===== src/rtl/wp_guard.sv =====
module wp_guard #(
  parameter int ADDR_W   = 12,
  parameter int WIN_BITS = 9,
  parameter logic [ADDR_W-1:0] CTRL_OFS = 12'h1E4,
  parameter logic [ADDR_W-1:0] VIOL_OFS = 12'h1E8,
  parameter logic [23:0] UNLOCK_KEY = 24'h4D4154
) (
  input  logic              clk,
  input  logic              rst_n,
  input  logic [ADDR_W-1:0] bus_addr,
  input  logic [31:0]       bus_wdata,
  input  logic              bus_we,
  input  logic              bus_re,
  output logic [31:0]       bus_rdata,
  output logic              bank_we,
  output logic              bank_re,
  input  logic [31:0]       bank_rdata
);
  localparam int OFS_W = WIN_BITS - 2;

  logic             lock_on;
  logic             viol_flag;
  logic [OFS_W-1:0] viol_ofs;

  logic in_window, hit_ctrl, hit_viol, guard_reg, refused, key_match, ctrl_wr, ctrl_accept;
  logic unused_bits;

  assign in_window   = (bus_addr[ADDR_W-1:WIN_BITS] == '0);
  assign hit_ctrl    = (bus_addr == CTRL_OFS);
  assign hit_viol    = (bus_addr == VIOL_OFS);
  assign guard_reg   = hit_ctrl | hit_viol;
  assign refused     = bus_we & lock_on & in_window & ~guard_reg;
  assign key_match   = (bus_wdata[31:8] == UNLOCK_KEY);
  assign ctrl_wr     = bus_we & hit_ctrl;
  assign ctrl_accept = ctrl_wr & key_match;
  assign unused_bits = ^bus_wdata[7:1];

  assign bank_we = bus_we & ~guard_reg & ~refused;
  assign bank_re = bus_re & ~guard_reg;

  always_ff @(posedge clk) begin
    if (!rst_n) begin
      lock_on   <= 1'b0;
      viol_flag <= 1'b0;
      viol_ofs  <= '0;
    end else if (ctrl_accept) begin
      lock_on   <= bus_wdata[0];
      viol_flag <= 1'b0;
      viol_ofs  <= '0;
    end else if (refused) begin
      viol_flag <= 1'b1;
      viol_ofs  <= bus_addr[WIN_BITS-1:2];
    end
  end

  always_comb begin
    if (hit_ctrl)
      bus_rdata = {31'b0, lock_on};
    else if (hit_viol)
      bus_rdata = {8'b0, {(16-OFS_W){1'b0}}, viol_ofs, 7'b0, viol_flag};
    else
      bus_rdata = bank_rdata;
  end

  p_refused_sets_flag_r5: assert property (@(posedge clk) disable iff (!rst_n)
    (bus_we && lock_on && in_window && !guard_reg) |=> viol_flag);

  p_flag_sticky_r5: assert property (@(posedge clk) disable iff (!rst_n)
    (viol_flag && !ctrl_accept) |=> viol_flag);

  p_offset_latest_r6: assert property (@(posedge clk) disable iff (!rst_n)
    refused |=> (bus_rdata[23:8] == 16'($past(bus_addr[WIN_BITS-1:2]))) || !hit_viol);

  p_keyed_clear_r7: assert property (@(posedge clk) disable iff (!rst_n)
    ctrl_accept |=> (!viol_flag && viol_ofs == '0 && lock_on == $past(bus_wdata[0])));

  p_bad_key_r8: assert property (@(posedge clk) disable iff (!rst_n)
    (ctrl_wr && !key_match) |=> ($stable(lock_on) && $stable(viol_flag) && $stable(viol_ofs)));

  p_above_window_r4: assert property (@(posedge clk) disable iff (!rst_n)
    (bus_we && !in_window) |-> bank_we);

  p_guard_no_strobe_r9: assert property (@(posedge clk) disable iff (!rst_n)
    guard_reg |-> (!bank_we && !bank_re));
endmodule


===== config.mk =====
export PLATFORM = sky130hd
export DESIGN_NAME = wp_guard
export DESIGN_NICKNAME = d
export VERILOG_FILES = /design/src/rtl/wp_guard.sv
export SDC_FILE = /design/constraint.sdc
export NUM_CORES = 1
export LEC_CHECK = 0
export ABC_CLOCK_PERIOD_IN_PS = 1700
export CELL_PAD_IN_SITES_DETAIL_PLACEMENT = 0
export CELL_PAD_IN_SITES_GLOBAL_PLACEMENT = 1
export CORE_MARGIN = 1
export CORE_UTILIZATION = 13
export DETAILED_ROUTE_END_ITERATION = 10
export PLACE_DENSITY_LB_ADDON = 0.1
export SKIP_CTS_REPAIR_TIMING = 1
export SLEW_MARGIN = 15
export SYNTH_ARGS = -nofsm -noshare
export SYNTH_HDL_FRONTEND = slang
export SYNTH_SLANG_ARGS = --single-unit

===== constraint.sdc =====
create_clock -name clk -period 1.7 [get_ports clk]
set_input_delay 0.17 -clock clk [delete_from_list [all_inputs] [get_ports clk]]
set_output_delay 0.17 -clock clk [all_outputs]
set_load 0.05 [all_outputs]

==> summary.txt <==
Status
  • Status: complete, but fails checks
  • Failing checks: negative setup slack

Place
  • I/O Buffers: 106
  • GP Congestion: 0.708
  • DP Wirelength: 2870 um
  • DP Area: 2140 sq um

Setup path
  • Max FO, Critical Path: 8
  • CP startpoint kind: primary input
  • R2R cell count: 6
  • CP Class: in -> out
  • Worst Path Required: 1530 ps
  • Worst r2r dst: viol_ofs[5]
  • Critical Path Sink: bus_rdata[0]
  • Crit. End Element: output pin
  • Crit path from: bus_addr[10]
  • Reg2reg start: lock_on
  • CP arrival: 1870 ps
  • R2R setup slack: 260 ps

Die
  • Initial core utilization: 0.136
  • # rows: 28
  • Die area: 6550 sq um
  • Die Span X: 80.9 um
  • Die Y: 80.9 um
  • Core area: 5960 sq um
  • I/O Pins: 114

Drt
  • Final ANT Viol Nets: 0
  • Routed WL: 3500 um
  • Drt initial violations: 9
  • Routed vias/inst: 3.93
  • First-pass DRT Iterations: 4
  • Vias: 1159
  • DRC viols: 0
  • DR WL/cell: 11.9 um

GRT
  • First-pass GRT wire length: 4790 um
  • Grt total ovfl: 0
  • Vias in the first global route: 1095
  • Initial antenna violation count: 0
  • Gr usage total: 0.0951
  • Largest net degree at the start of global routing: 26

Power
  • Final Power: 987 uW
  • Peak supply drop: 0.287 mV
  • Pwr Density: 423 nW/um^2
  • Static leakage power: 1.08 nW

Synthesis
  • Count leader, synth: and2_1
  • Number of synthesized flops with an enable pin: 0
  • Post-Synthesis Cells: 97
  • Avg Inst Size Synth: 8.35 sq um
  • Distinct cell type count after synthesis: 27
  • Area contributors post-synth: dfxtp_1, and2_1, mux2i_1
  • Main synth FF type: dfxtp_1
  • Post-synth top area share: 0.223
  • Synth Register Bits: 9
  • Syn_nets: 177
  • Synth Cell Area: 810 sq um
  • Seq/Total Area, Yosys: 0.223
  • Largest area contributor in the netlist: dfxtp_1
  • Most frequent cells after synthesis: and2_1, mux2i_1, nor2_1, dfxtp_1
  • Synth async-reset ratio: 0
  • Synth Warn #: 0

Clock tree
  • CTS tree: yes
  • CTS clk-pin slew, worst paths: 40 ps
  • CTS sink cnt: 9
  • Clock Path Buffers: 2
  • CTS root buf: clkbuf_8
  • Htree depth: 1
  • CTS buffer count: 3
  • Worst-skew pair later-pin latency: 230 ps

Layout
  • FF+latch area: 180 sq um
  • Fin util: 0.392
  • Design Area, Final: 2330 sq um
  • Final #Nets: 301
  • Antenna cell count: 0
  • Area of the multi-input gates: 800 sq um
  • Layout area overhead: 188%
  • # fillers: 597
  • Layout cells sized above 1: 0.459

STA
  • Period utilization: 1.20
  • Worst hold slack: 233 ps
  • Fin Clk Skew: 4.31 ps
  • Max-slew violation count: 0
  • Setup_tns: -7410 ps
  • Worst-Margin Slew: 302 ps
  • Tmin final: 2040 ps
  • Slew headroom: 0.797
  • FMAX: 489 MHz
  • Setup violations, final: 34
  • Fin worst setup slack: -344 ps
  • Final hold violation count: 0
  • RSZ-0062 raised after global routing: true

Worst hold path
  • Min-delay worst type: in -> reg

Job
  • Max Cap Viol: 0
[cells in the final DEF (no fill, tap or decap), drive strengths merged]
cell type / netlist / layout
a21oi: 1 / 1
and2: 25 / 25
and3b: 1 / 1
buf: 1 / 52
clkbuf: 3 / 6
clkdlybuf4s50: 0 / 60
dfxtp: 9 / 9
dlymetal6s2s: 0 / 9
inv: 1 / 1
mux2i: 15 / 15
nand2: 2 / 2
nand2b: 2 / 2
nand3b: 1 / 1
nand4: 2 / 2
nand4bb: 1 / 1
nor2: 15 / 15
nor2b: 1 / 1
nor4: 1 / 1
nor4b: 3 / 3
nor4bb: 3 / 3
o21ai: 1 / 1
o311ai: 2 / 2
o31ai: 1 / 1
o41ai: 1 / 1
or3: 1 / 1
or4: 3 / 3
xnor2: 1 / 1
[final cells by class]
type	count	share of cell area
timing repair buffer	123	0.519
tap	75	0.0402
multi-input combinational	83	0.343
sequential	9	0.0772
clock buffer	4	0.0193
inverter	1	0.00161
[layer usage]
layer,GRT usage,routed length (um),share of wire,vias to the layer above
met5,0,0,0,-
met4,0.0321,9,0.0026,0
met3,0.0180,427,0.12,2
met2,0.197,1800,0.52,68
met1,0.0914,1260,0.36,500
li1,-,-,-,589
[report_power, final]
group | leakage (nW) | internal, mW | switching, mW
combinational | 0.987 | 0.286 | 0.240
clock | 0.0228 | 0.164 | 0.0860
sequential | 0.0724 | 0.212 | 0.0000000000000000512
[kinds of logic after synthesis]
group           share of synthesized area
xor+xnor                           0.0108
buf+inv                            0.0247
simple gates                        0.476
mux                                 0.185
flops                               0.223
compound gates                     0.0804
[worst min path at each step]
| stage | from | slack [ps] | end | cells past startpoint |
|---|---|---|---|---|
| finish | bus_addr[7] | 230 | viol_ofs[5] | 3 |
| global route | bus_addr[7] | 240 | viol_ofs[5] | 3 |
| CTS | viol_flag | 450 | viol_flag | 2 |
| detailed placement | viol_flag | 440 | viol_flag | 2 |
| global placement | viol_flag | 440 | viol_flag | 2 |
| floorplan | bus_wdata[0] | 310 | lock_on | 2 |
[state kept, by name, indices dropped and copies added (netlist names)]
signal     cells
viol_ofs       7
viol_flag      1
lock_on        1
[critical path: stages]
cell and delay (ps):
buf_6 90, or3_4 380, or4_4 670, mux2i_4 240
o21ai_4 170, buf_12 150
[per-stage QoR]
stage               worst slack (ps)  cells
finish                          -344    295
global placement                -628    286
detailed placement              -665    286
CTS                             -633    290
global route                    -387    295
floorplan                       -252     97
No activity file was read; power rests on OpenSTA's default activity.
